File: config.mk
export PLATFORM = sky130hd
export DESIGN_NAME = quad_phase_seq
export DESIGN_NICKNAME = d
export VERILOG_FILES = /design/src/rtl/qps_pkg.sv /design/src/rtl/qps_class_latch.sv /design/src/rtl/qps_phase_fsm.sv /design/src/rtl/qps_out_decode.sv /design/src/rtl/quad_phase_seq.sv
export SDC_FILE = /design/constraint.sdc
export NUM_CORES = 1
export LEC_CHECK = 0
export BUFFER_PORTS_ARGS = -buffer_cell sky130_fd_sc_hd__buf_2
export CORE_MARGIN = 10
export CORE_UTILIZATION = 35
export CTS_BUF_LIST = sky130_fd_sc_hd__clkbuf_2
export DETAILED_ROUTE_END_ITERATION = 7
export SLEW_MARGIN = 30
export SYNTH_ARGS = -nofsm -noshare
export SYNTH_HDL_FRONTEND = slang
export SYNTH_SLANG_ARGS = --single-unit
File: constraint.sdc
create_clock -name clk -period 2.5 [get_ports clk]
set_clock_uncertainty 0.1 [all_clocks]
set_input_delay 0.125 -clock clk [delete_from_list [all_inputs] [get_ports clk]]
set_output_delay 0.125 -clock clk [all_outputs]
set_load 0.05 [all_outputs]
File: src/rtl/qps_pkg.sv
package qps_pkg;

    typedef enum logic [1:0] {
        PH_EXEC  = 2'd0,
        PH_HOLD  = 2'd1,
        PH_FETCH = 2'd2,
        PH_LATCH = 2'd3
    } phase_e;

    typedef struct packed {
        logic st_ind;
        logic ld_ind;
        logic long_imm;
        logic op_acc;
    } iclass_t;

    typedef struct packed {
        logic stat;
        logic oe;
        logic we;
        logic opb;
        logic gack;
        logic ds;
        logic le;
    } ctl_t;

    // Hold phase needs its long form for indirect memory work or operand traffic.
    function automatic logic hold_is_long(iclass_t c);
        return c.st_ind | c.ld_ind | c.op_acc;
    endfunction

    // Latch phase additionally stretches for a trailing immediate word.
    function automatic logic latch_is_long(iclass_t c);
        return c.st_ind | c.ld_ind | c.long_imm | c.op_acc;
    endfunction

    function automatic logic in_fetch_half(phase_e p);
        return (p == PH_FETCH) || (p == PH_LATCH);
    endfunction

endpackage

File: src/rtl/qps_class_latch.sv
module qps_class_latch
    import qps_pkg::*;
(
    input  logic    clk,
    input  logic    rst,
    input  phase_e  phase,
    input  iclass_t cls_in,
    output iclass_t cls_q
);

    always_ff @(posedge clk) begin
        if (rst) begin
            cls_q <= '0;
        end else if (phase == PH_EXEC) begin
            cls_q <= cls_in;
        end
    end

endmodule

File: src/rtl/qps_phase_fsm.sv
module qps_phase_fsm
    import qps_pkg::*;
#(
    parameter int CNT_W     = 4,
    parameter int HOLD_LONG = 3,
    parameter int LATCH_LONG = 3
) (
    input  logic             clk,
    input  logic             rst,
    input  iclass_t          cls,
    input  logic             arb_ready,
    output phase_e           phase,
    output logic [CNT_W-1:0] idx
);

    localparam logic [CNT_W-1:0] HOLD_LAST  = CNT_W'(HOLD_LONG - 1);
    localparam logic [CNT_W-1:0] LATCH_LAST = CNT_W'(LATCH_LONG - 1);
    localparam logic [CNT_W-1:0] IDX_MAX    = {CNT_W{1'b1}};

    logic [CNT_W-1:0] hold_need;
    logic [CNT_W-1:0] latch_need;
    logic             leave;
    phase_e           phase_nx;

    always_comb begin
        hold_need  = hold_is_long(cls)  ? HOLD_LAST  : '0;
        latch_need = latch_is_long(cls) ? LATCH_LAST : '0;
        unique case (phase)
            PH_EXEC:  leave = 1'b1;
            PH_HOLD:  leave = (idx >= hold_need) && arb_ready;
            PH_FETCH: leave = 1'b1;
            PH_LATCH: leave = (idx >= latch_need);
            default:  leave = 1'b1;
        endcase
        phase_nx = phase_e'(phase + 2'd1);
    end

    always_ff @(posedge clk) begin
        if (rst) begin
            phase <= PH_EXEC;
            idx   <= '0;
        end else if (leave) begin
            phase <= phase_nx;
            idx   <= '0;
        end else if (idx != IDX_MAX) begin
            idx <= idx + 1'b1;
        end
    end

endmodule

File: src/rtl/qps_out_decode.sv
module qps_out_decode
    import qps_pkg::*;
#(
    parameter int CNT_W  = 4,
    parameter int DS_LAG = 2
) (
    input  phase_e           phase,
    input  logic [CNT_W-1:0] idx,
    input  iclass_t          cls,
    output ctl_t             ctl
);

    // The fetch phase is one half long, so the strobe lag maps to a latch-phase index.
    localparam logic [CNT_W-1:0] DS_IDX = CNT_W'(DS_LAG - 1);

    logic fetching;

    always_comb begin
        fetching = in_fetch_half(phase);
        ctl.stat = fetching;
        ctl.oe   = fetching & ~cls.st_ind;
        ctl.we   = fetching &  cls.st_ind;
        ctl.opb  = fetching &  cls.op_acc;
        ctl.gack = fetching &  cls.op_acc;
        ctl.ds   = (phase == PH_LATCH) && (idx >= DS_IDX) && cls.op_acc;
        ctl.le   = (phase == PH_LATCH);
    end

endmodule

File: src/rtl/quad_phase_seq.sv
module quad_phase_seq
    import qps_pkg::*;
#(
    parameter int CNT_W      = 4,
    parameter int HOLD_LONG  = 3,
    parameter int LATCH_LONG = 3,
    parameter int DS_LAG     = 2
) (
    input  logic       clk,
    input  logic       rst,
    input  logic       cls_st_ind_i,
    input  logic       cls_ld_ind_i,
    input  logic       cls_long_imm_i,
    input  logic       cls_op_acc_i,
    input  logic       arb_busy_i,
    input  logic       arb_grant_i,
    output logic [1:0] phase_o,
    output logic       exec_n_fetch_o,
    output logic       ip_oe_o,
    output logic       ip_we_o,
    output logic       opb_en_o,
    output logic       opb_gack_o,
    output logic       opb_ds_o,
    output logic       pir_le_o
);

    iclass_t          cls_in;
    iclass_t          cls_q;
    phase_e           phase;
    logic [CNT_W-1:0] idx;
    ctl_t             ctl;
    logic             arb_ready;

    assign cls_in = '{st_ind: cls_st_ind_i, ld_ind: cls_ld_ind_i,
                      long_imm: cls_long_imm_i, op_acc: cls_op_acc_i};
    assign arb_ready = arb_busy_i & ~arb_grant_i;

    qps_class_latch u_cls (
        .clk    (clk),
        .rst    (rst),
        .phase  (phase),
        .cls_in (cls_in),
        .cls_q  (cls_q)
    );

    qps_phase_fsm #(
        .CNT_W      (CNT_W),
        .HOLD_LONG  (HOLD_LONG),
        .LATCH_LONG (LATCH_LONG)
    ) u_fsm (
        .clk       (clk),
        .rst       (rst),
        .cls       (cls_q),
        .arb_ready (arb_ready),
        .phase     (phase),
        .idx       (idx)
    );

    qps_out_decode #(
        .CNT_W  (CNT_W),
        .DS_LAG (DS_LAG)
    ) u_dec (
        .phase (phase),
        .idx   (idx),
        .cls   (cls_q),
        .ctl   (ctl)
    );

    assign phase_o        = phase;
    assign exec_n_fetch_o = ctl.stat;
    assign ip_oe_o        = ctl.oe;
    assign ip_we_o        = ctl.we;
    assign opb_en_o       = ctl.opb;
    assign opb_gack_o     = ctl.gack;
    assign opb_ds_o       = ctl.ds;
    assign pir_le_o       = ctl.le;

endmodule

== Word-level counts from Yosys, hierarchy flattened ==
Index checks and enable logic that the tools add are counted.

* Bits in registers: 10
* Bits in latches: 0
* RAM bits: 0
* ROM bits: 0
* Input bits: 8
* Output and inout bits: 9
* Logic and storage cells: 35
* Memories kept: 0

* Add/subtract/negate cells: 2
* $mul: 0
* Divide/modulo/power cells: 0
* Order comparisons: 3
* Equality and inequality tests: 4
* Shift-type cells: 0
* Mux-type cells: 3
* Bitwise logic cells: 10
* Reductions and logical operators: 7

{| class="wikitable"
|+ Operator list
! kind !! count
|-
| 4-bit greater-or-equal comparator || 2
|-
| 4-bit by 1-bit adder with 4-bit output, second input constant || 1
|-
| 1-bit AND || 4
|-
| 2-bit equality test, second input constant || 2
|-
| 4-bit by 1-bit greater-or-equal comparator with 1-bit output, second input constant || 1
|-
| 2-bit two-way mux || 2
|-
| 4-bit inequality test, second input constant || 1
|-
| 1-bit OR || 4
|-
| 2-bit OR reduction || 2
|-
| 1-bit logical AND || 3
|-
| 1-bit case mux with 3 select lines || 1
|-
| 2-bit by 1-bit adder with 2-bit output, second input constant || 1
|-
| 2-bit by 1-bit equality test with 1-bit output, second input constant || 1
|-
| 2-bit zero test || 1
|-
| 1-bit inverter || 2
|-
| 1-bit logical OR || 1
|}

== Logic depth before layout (Yosys ltp) ==
Gate-level depths: netlist (run 1).

* Depth after elaboration: 7
* Depth in mapped cells: 7
* Gate-level depth less buffers: 7

== Hierarchy ==
Synthesis (run 1) repeated with hierarchy kept, for this count alone.

* Cells, all modules: 72
* Area total of the unflattened synthesis: 648.1 sq um

{| class="wikitable"
|+ By module, submodules not included
! module !! times used !! cells each !! area each (sq um)
|-
| qps_phase_fsm || 1 || 46 || 421.7
|-
| qps_class_latch || 1 || 16 || 155.1
|-
| qps_out_decode || 1 || 9 || 57.6
|-
| quad_phase_seq || 1 || 1 || 13.8
|}

== Worst setup path after synthesis (run 1) ==
No wires, ideal clock.

* Path kind: flip-flop to output port
* Start point: reg u_fsm.phase[1]
* End point: out opb_gack_o
* Data arrival time: 2,533 ps
* Data required time: 2,275 ps
* Path slack: -258 ps
* Stages on the path, launching flop included: 5
* Buffers on the path: 1
* Path through: dfxtp_1 -> ha_1 -> nor2_1 -> nor2b_1 -> buf_4

* Cells in the longest elaborated chain, start to end: 3
* Elaborated cells between the ends (all ways): 4
* Classes of those cells: eq/ne: 2; bitwise: 1; reduce/logical: 1

{| class="wikitable"
|+ Ends and longest elaborated chain
! element !! line !! text
|-
| from (decl) || qps_phase_fsm.sv:12 || <nowiki>output phase_e phase,</nowiki>
|-
| from (signal assigned) || qps_phase_fsm.sv:43 || <nowiki>phase <= phase_nx;</nowiki>
|-
| 2-bit equality test || n/a ||
|-
| named net pir_le_o || quad_phase_seq.sv:24 || <nowiki>output logic pir_le_o</nowiki>
|-
| 1-bit logical OR || qps_pkg.sv:38 || <nowiki>return (p == PH_FETCH) || (p == PH_LATCH);</nowiki>
|-
| 1-bit AND || qps_out_decode.sv:24 || <nowiki>ctl.gack = fetching & cls.op_acc;</nowiki>
|-
| to (decl) || quad_phase_seq.sv:22 || <nowiki>output logic opb_gack_o,</nowiki>
|}

The timed path passes the listed nets, and every way through them passes these cells.

== Final worst setup path (run 1) ==
* Start point: reg, netlist name u_cls.cls_q[3]
* End point: reg u_fsm.idx[3]

* Cells in the longest elaborated chain, start to end: 7
* Elaborated cells between the ends (all ways): 11
* Classes of those cells: order compare: 2; mux: 3; bitwise: 4; reduce/logical: 2

{| class="wikitable"
|+ Ends and longest elaborated chain
! element !! line !! text
|-
| 1-bit OR (*) || qps_pkg.sv:29, qps_pkg.sv:34 ||
|-
| 1-bit OR (on tied branches) || qps_pkg.sv:34, qps_pkg.sv:29 ||
|-
| 1-bit OR or 2-bit two-way mux (tied branches) || qps_pkg.sv:34, qps_phase_fsm.sv:26 ||
|-
| 2-bit two-way mux or 4-bit greater-or-equal comparator (tied branches) || qps_phase_fsm.sv:27, qps_phase_fsm.sv:30 ||
|-
| 4-bit greater-or-equal comparator or 1-bit logical AND (tied branches) || qps_phase_fsm.sv:32, qps_phase_fsm.sv:30 ||
|-
| 1-bit case mux with 3 select lines (*) || qps_phase_fsm.sv:28 || <nowiki>unique case (phase)</nowiki>
|-
| 2-bit OR reduction (no source line) (*) || n/a ||
|-
| to (signal assigned) || qps_phase_fsm.sv:46 || <nowiki>idx <= idx + 1'b1;</nowiki>
|-
| to (decl) || qps_phase_fsm.sv:13 || <nowiki>output logic [CNT_W-1:0] idx</nowiki>
|}

Mark *: on every way between the ends. The rest lies on a longest branch, timed or not.
A chain may end at the register's enable or synchronous reset.

==> run summary, run 1 <==
Once the clock tree was built, the setup fixing pass inserted 0 buffers. The tools report the post-route core utilization as 0.430. Number of antenna violations at the first check in global routing: 0.

The worst register-to-register path begins at u_cls.cls_q[3]. The net count of the mapped netlist was 89; the share of the synthesized area in the top cell type was 0.285. Power density over the cells: 1220 mW/mm^2. After detailed routing, the number of remaining DRC violations is 0. The number of hold-slack violations in the final timing report was 0; the HPWL reported at the end of detailed placement was 1.12 mm. The average cell area after synthesis was 9.77 sq um; the clock insertion delay at the later pin of the skew report was 250 ps.

The count of endpoints failing setup in the final report is 0, and the placed instance area is 797 sq um. The worst register-to-register path has a depth of 7. Yosys printed 0 warnings. For the number of CTS-inserted buffers, the log shows 3.

The gate count after technology mapping was 72; the number of port buffers was 16. The peak supply drop is 640 uV. For this block, the initial DRC count from the detailed router was 2. TritonCTS built the clock tree.

Final period utilization: 0.801. The worst register-to-register path ends at u_fsm.idx[3]. The number of distinct library cells after synthesis was 32. The critical path is of the reg -> reg type. The global-route usage over all layers came out at 0.0730. The max-slew violation count was 0. The biggest area contributor in the post-synthesis netlist is sky130_fd_sc_hd__dfxtp_1. The share of the synthesized area in compound gates (AO/OA/AOI/OAI) is 0.117, and the XOR/XNOR share of the synthesized area is 0.0125. Entering global routing, the biggest net connects 12 pins. The logs give 0.724 for the max-slew headroom at the worst pin and 0.285 for the sequential fraction of the synthesis area.

The initial core utilization is 0.362. For the largest buffer count on any clock path, the log shows 2. For the via count of the first global-routing pass, the log shows 514. The CTS H-tree depth was 1; the final wirelength was 1.40 mm. Post-CTS repair changed the size of 0 cells. The critical path launch point type is a register. The number of clock sinks came out at 10. After detailed routing, the number of vias per cell comes to 4.72. Proportion of synthesized flip-flops having asynchronous set or reset: 0. For the final routed database, the setup TNS stands at 0 ps. Timing analysis after detailed placement gives a worst setup slack of 507 ps. The simple-gate area share of the yosys netlist is 0.279, and the share of final-layout standard cells stronger than drive strength 1 is 0.352. The flow ran to the end, and the final reports show no timing, DRC or antenna violations. The tools report the overall via count from detail_route as 557. After synthesis the netlist holds a flip-flop and latch count of 10. The repair_antennas step left the layout with diodes totalling 0. For the final worst slack, the log shows 498 ps. Row generation in the floorplan step produced 16 rows.

For the number of top-level design ports, the log shows 17. On the final layout, the worst hold slack is 13.3 ps. The first global-routing pass estimated 2.35 mm of wire. The transition time of the tightest slew-check pin is 415 ps. Clock-pin transition on the worst setup and hold timing paths: 110 ps. The worst hold path terminates at u_cls.cls_q[1]. Setup repair after global routing left no endpoint under its margin. The weighted congestion reported at the end of routability-driven placement was 0.774; the count of flip-flops with a built-in enable after synthesis was 0. The post-synthesis share of cell area spent on full adders, half adders and majority gates is 0.160, and the worst-case register-to-register setup slack is 500 ps. Summed over all cells, the static leakage comes to 0.383 nW. The count of nets left with antenna violations once routing finished came out at 0. The post-route minimum period works out to 2000 ps. In the synthesized netlist the dominant register cell turns out to be sky130_fd_sc_hd__dfxtp_1. At the worst endpoint, the arrival time is 2070 ps. From synthesis to final layout, the design area changed by 18.9%.

The worst hold path begins at cls_long_imm_i. The layout has 214 filler cells. Of all nets on the critical path, the largest fanout is 5.

In this run the cell area of the synthesized design comes to 703 sq um. The floorplan step defined a die boundary enclosing 0.00420 sq mm. Along the worst hold path, the cell count comes to 3. The final layout contains 109 nets. The root buffer cell is sky130_fd_sc_hd__clkbuf_2. The combinational family with the most area after synthesis is simple AND/OR/NAND/NOR gates. For the worst path required time, the log shows 2560 ps. The floorplan step set the die width to 64.8 um. The number of optimization iterations in the first detailed-route pass is 2, and the total global routing overflow is 0.

The final design area excluding fillers is 836 sq um. The run gives 0 as the max capacitance violation total. The path class of the tightest hold or removal check is in -> reg. The wire length per cell after detailed routing was 11.8 um; the core footprint was 0.00194 sq mm.

The tools report the sort of element at the end of the critical path as a register. The mux cell area share after synthesis is 0.0712. Ranked by total cell area, the synthesized netlist is headed by sky130_fd_sc_hd__dfxtp_1 28%, sky130_fd_sc_hd__ha_1 16%, sky130_fd_sc_hd__mux2i_1 7.1%. The floorplan step set the die height to 64.8 um. Based on the critical path, the design can be clocked at up to 500 MHz.
[logic make-up (layout without fill, tap and decap cells)]
group / Yosys count / in the layout
buf+inv: 11 / 30
simple gates: 28 / 28
fa+ha+maj: 9 / 9
mux: 5 / 5
xor+xnor: 1 / 1
compound gates: 8 / 8
flops: 10 / 10
[registers in the layout, indices dropped and copies added (netlist names)]
register     flops
u_fsm.phase      2
u_fsm.idx        4
u_cls.cls_q      4
[layout by cell type, fill, tap and decap left out, types with 2 or more instances in the layout]
cell type and count:
sky130_fd_sc_hd__inv_1 7, sky130_fd_sc_hd__nor2_1 6, sky130_fd_sc_hd__nand3_1 3, sky130_fd_sc_hd__nor3_2 3, sky130_fd_sc_hd__nor2b_1 2, sky130_fd_sc_hd__clkbuf_2 3, sky130_fd_sc_hd__dfxtp_1 10, sky130_fd_sc_hd__ha_1 9
sky130_fd_sc_hd__dlygate4sd3_1 2, sky130_fd_sc_hd__mux2i_1 5, sky130_fd_sc_hd__nand4_1 2, sky130_fd_sc_hd__nand2b_1 2, sky130_fd_sc_hd__buf_2 16
[worst max path at each step]
stage,start,end
CTS,u_cls.cls_q[3],u_fsm.idx[3]
finish,u_cls.cls_q[3],u_fsm.idx[3]
global route,u_cls.cls_q[3],u_fsm.idx[3]
floorplan,u_fsm.phase[1],opb_gack_o
detailed placement,u_cls.cls_q[3],u_fsm.idx[3]
global placement,u_cls.cls_q[3],u_fsm.idx[3]
[stage by stage]
stage	total power [W]	instances
floorplan	0.000843	72
global placement	0.000933	112
detailed placement	0.000940	112
CTS	0.00103	116
global route	0.00112	118
finish	0.00102	118
[cell usage after synthesis, types with 2 or more instances]
cell	instances
sky130_fd_sc_hd__nor2_1	6
sky130_fd_sc_hd__nor3_2	3
sky130_fd_sc_hd__mux2i_1	5
sky130_fd_sc_hd__nand4_1	2
sky130_fd_sc_hd__nand3_1	3
sky130_fd_sc_hd__nand2b_1	2
sky130_fd_sc_hd__dfxtp_1	10
sky130_fd_sc_hd__ha_1	9
sky130_fd_sc_hd__nor2b_1	3
sky130_fd_sc_hd__inv_1	7
[timing repair]
action,CTS,global route
endpoints found under the hold margin,0,2
endpoints found under the setup margin,0,0
hold buffers,0,2
[worst max-delay path: stages, from the launching register on]
cell	delay [ps]
sky130_fd_sc_hd__dfxtp_1	340
sky130_fd_sc_hd__or3_1	390
sky130_fd_sc_hd__or2_1	230
sky130_fd_sc_hd__ha_1	270
sky130_fd_sc_hd__nand2b_1	90
sky130_fd_sc_hd__nand3_2	110
sky130_fd_sc_hd__and3_4	220
sky130_fd_sc_hd__a2111oi_4	170
[routing by layer]
layer  part of all wire  track usage
met5                  0            0
met4              0.012       0.0481
met3              0.033       0.0378
met2               0.46        0.101
met1               0.49       0.0857
[area by class of cell]
type                       count  area, sq um  share of cell area
clock buffer                   3         15.0              0.0180
clock inverter                 1         3.75             0.00449
inverter                       8         30.0              0.0359
multi-input combinational     51          453               0.542
sequential                    10          200               0.240
tap                           27         33.8              0.0404
timing repair buffer          18          100               0.120
[where the power goes]
part           switching [W]  total (W)  internal, W
Clock              0.0000583  0.0000930    0.0000348
Combinational       0.000432   0.000685     0.000253
Sequential         0.0000433   0.000245     0.000202
Total               0.000533    0.00102     0.000490
Power figures use the tool's default switching activity.
==> run 2: changes to the inputs <==
==> constraint.sdc (replaced) <==
create_clock -name clk -period 1.7 [get_ports clk]
set_clock_uncertainty 0.1 [all_clocks]
set_input_delay 0.085 -clock clk [delete_from_list [all_inputs] [get_ports clk]]
set_output_delay 0.085 -clock clk [all_outputs]
set_load 0.05 [all_outputs]
==> run 2 against run 1 <==
The run now ends with setup timing left. Sequential power increased by 56%. Highest routed layer unchanged. Power is 81% higher. First-iteration DRC count grew to 11 times the previous value. Cell count is 9.3% higher. Critical path depth is 1 higher. Non-clock buffer count up 12. Register-to-register slack got worse by 780 ps. Largest power group unchanged. Fmax increased by 1.0%. Sequential cell count is the same.
==> run summary, run 2 (synthesized netlist as in run 1, its figures left out) <==
The critical-path maximum fanout works out to 5 (unchanged). The overall die area was 0.00420 sq mm (unchanged); the power density over the cells was 1860 mW/mm^2 (+52%). The tools report the max capacitance violation total as 0 (unchanged). The worst setup path is launched from a register. The number of CTS-inserted buffers was 3 (unchanged); the final period utilization was 1.17 (+0.365). The tools report the number of hold-slack violations in the final timing report as 0 (unchanged). The critical path's slowest cell was sky130_fd_sc_hd__or3_4.

In the layout the commonest cells are 12 x sky130_fd_sc_hd__buf_2, 12 x sky130_fd_sc_hd__buf_4, 7 x sky130_fd_sc_hd__ha_1. The clock insertion delay at the later pin of the skew report was 260 ps (about the same); the number of design rule violations left after detail routing was 0 (unchanged). The HPWL reported at the end of detailed placement was 1.22 mm (+8.6%); the maximum number of pins on one net before global-route repair was 12 (unchanged). The global-route usage over all layers is 0.0848 (+0.0118). The sort of element at the end of the critical path is a register.

The clock-pin transition on the worst setup and hold timing paths was 100 ps (about the same). The initial core utilization was 0.362 (unchanged); the number of port buffers was 16 (unchanged). Relative to the synthesized area, the layout overhead comes to 41.6%.

The run finished, with violations left. The buffer and inverter count on the worst path came out at 1 (+1). The width of the die was 64.8 um (unchanged).

The number of top-level design ports was 17 (unchanged); the worst path required time was 1780 ps (-780 ps). The worst hold path begins at rst. Walking the worst path, the cells encountered are or3_4 -> or2_1 -> ha_1 -> nand2b_1 -> nand3_2 -> and3_4 -> buf_4 -> nor3_2. The leakage power was 0.438 nW (+14%).

The post-route minimum period is 1980 ps (-20.7 ps). The number of clock sinks was 10 (unchanged). The transition time of the tightest slew-check pin was 332 ps (-82.3 ps). The root buffer cell is sky130_fd_sc_hd__clkbuf_2. The final reports fail on setup timing.

Initial DRC count: 21 (+19). The run gives 1.70 mm (+22%) as the final wirelength. TritonCTS built the clock tree. The placed instance area was 877 sq um (+10%). The logs give 611 (+9.7%) for the overall via count from detail_route and 0 (unchanged) for the total global routing overflow. Via count of the first global-routing pass: 593 (+15%). Die extent in y: 64.8 um (unchanged). The multi-input gate area in the final layout is 493 sq um (+8.8%), and the final worst slack is -281 ps (-779 ps).

The run gives 505 MHz (+1.0%) as the highest attainable clock frequency. Path category of the worst min-delay check: in -> reg. For the final layout net count, the log shows 121 (+11%).

The first-pass GRT wire length was 2.75 mm (+17%); the row count was 16 (unchanged). Wire length per cell after detailed routing: 13.2 um (+11%). Setup repair after global routing could not meet its margin everywhere. The tools report the final design area excluding fillers as 996 sq um (+19%). Weighted congestion reported at the end of routability-driven placement: 0.727 (-6.1%). The CTS H-tree depth is 1 (unchanged), and the share of final-layout standard cells stronger than drive strength 1 is 0.539 (+0.188).

The core footprint came out at 0.00194 sq mm (unchanged). The critical path is of the reg -> reg type. In this run the worst setup path begins at u_cls.cls_q[2]. For the number of diodes added for antenna fixing, the log shows 0 (unchanged).

The peak supply drop was 1050 uV (+64%). The data arrival time of the critical path is 2060 ps (about the same), and the number of antenna violations at the first check in global routing is 0 (unchanged). For the count of endpoints failing setup in the final report, the log shows 6 (+6). The number of fill cells was 195 (-8.9%). The largest buffer count on any clock path is 2 (unchanged), and the number of optimization iterations in the first detailed-route pass is 3 (+1). In the final layout, the registers with the most flip-flops are u_cls.cls_q x4, u_fsm.idx x4, u_fsm.phase x2. The worst register-to-register path begins at u_cls.cls_q[2]. The post-route core utilization was 0.513 (+0.0825); the number of routed nets with antenna violations was 0 (unchanged).

Final sum of negative setup slack: -1440 ps (-1440 ps). Sequential cell area: 211 sq um (+5.6%). Among cell families on the critical path, the largest total delay comes from simple AND/OR/NAND/NOR gates. The max-slew headroom at the worst pin is 0.777 (+0.0531).

The per-cell via count in the routed design works out to 4.74 (+0.34%). The max-slew violation count was 0 (unchanged). The longest individual stage delay on the worst path works out to 380 ps (about the same).

The post-placement setup slack is -248 ps (-755 ps).
## run 2: cell types whose count changed in the layout (fill, tap and decap cells not counted), sizes merged
cell and change:
buf +10, dlygate4sd3 +2, clkinv -1
## run 2: repair_timing
action / 4_1_cts / 5_1_grt
gates resized for setup: 7 / 7
hold buffers: 4 / 0
pin swaps: 2 / 3
endpoints found under the hold margin: 4 / 0
buffers inserted: 1 / 2
setup endpoints to repair: 10 / 12
## run 2: final timing paths
check              endpoint  slack, ps  depth (start not counted)
max            u_fsm.idx[0]       -280                          8
min          u_cls.cls_q[1]         70                          2
max reg2reg    u_fsm.idx[0]       -280                          8
min reg2reg  u_cls.cls_q[1]        410                          2
## run 2: final cells by class
| cell class | instances | share of cell area |
|---|---|---|
| flip-flops and latches | 10 | 0.212 |
| well taps | 27 | 0.0339 |
| repair buffers | 30 | 0.214 |
| clock buffers | 3 | 0.0151 |
| multi-input cells | 51 | 0.495 |
| inverters | 8 | 0.0302 |
## run 2: report_power, final
group / total [W] / switching [W] / internal, W
Sequential: 0.000382 / 0.0000674 / 0.000314
Clock: 0.000130 / 0.0000822 / 0.0000481
Combinational: 0.00134 / 0.000736 / 0.000601
Total: 0.00185 / 0.000885 / 0.000964
## run 2: stage by stage
| step | total power [W] | hold WS [ps] | cells |
|---|---|---|---|
| 2_1_floorplan | 0.00128 | 132 | 72 |
| 3_3_place_gp | 0.00152 | 221 | 119 |
| 4_1_cts | 0.00172 | 65.3 | 127 |
| 5_1_grt | 0.00198 | 81.4 | 129 |
| 6_report | 0.00185 | 67.7 | 129 |
| 3_5_place_dp | 0.00153 | 232 | 119 |
## run 2: per-layer routing
layer / GRT usage / wire, um / up-vias
met5: 0 / 0 / -
met4: 0.0561 / 44 / 0
met3: 0.0258 / 40 / 5
met2: 0.148 / 887 / 9
met1: 0.0856 / 725 / 285
li1: - / - / 312
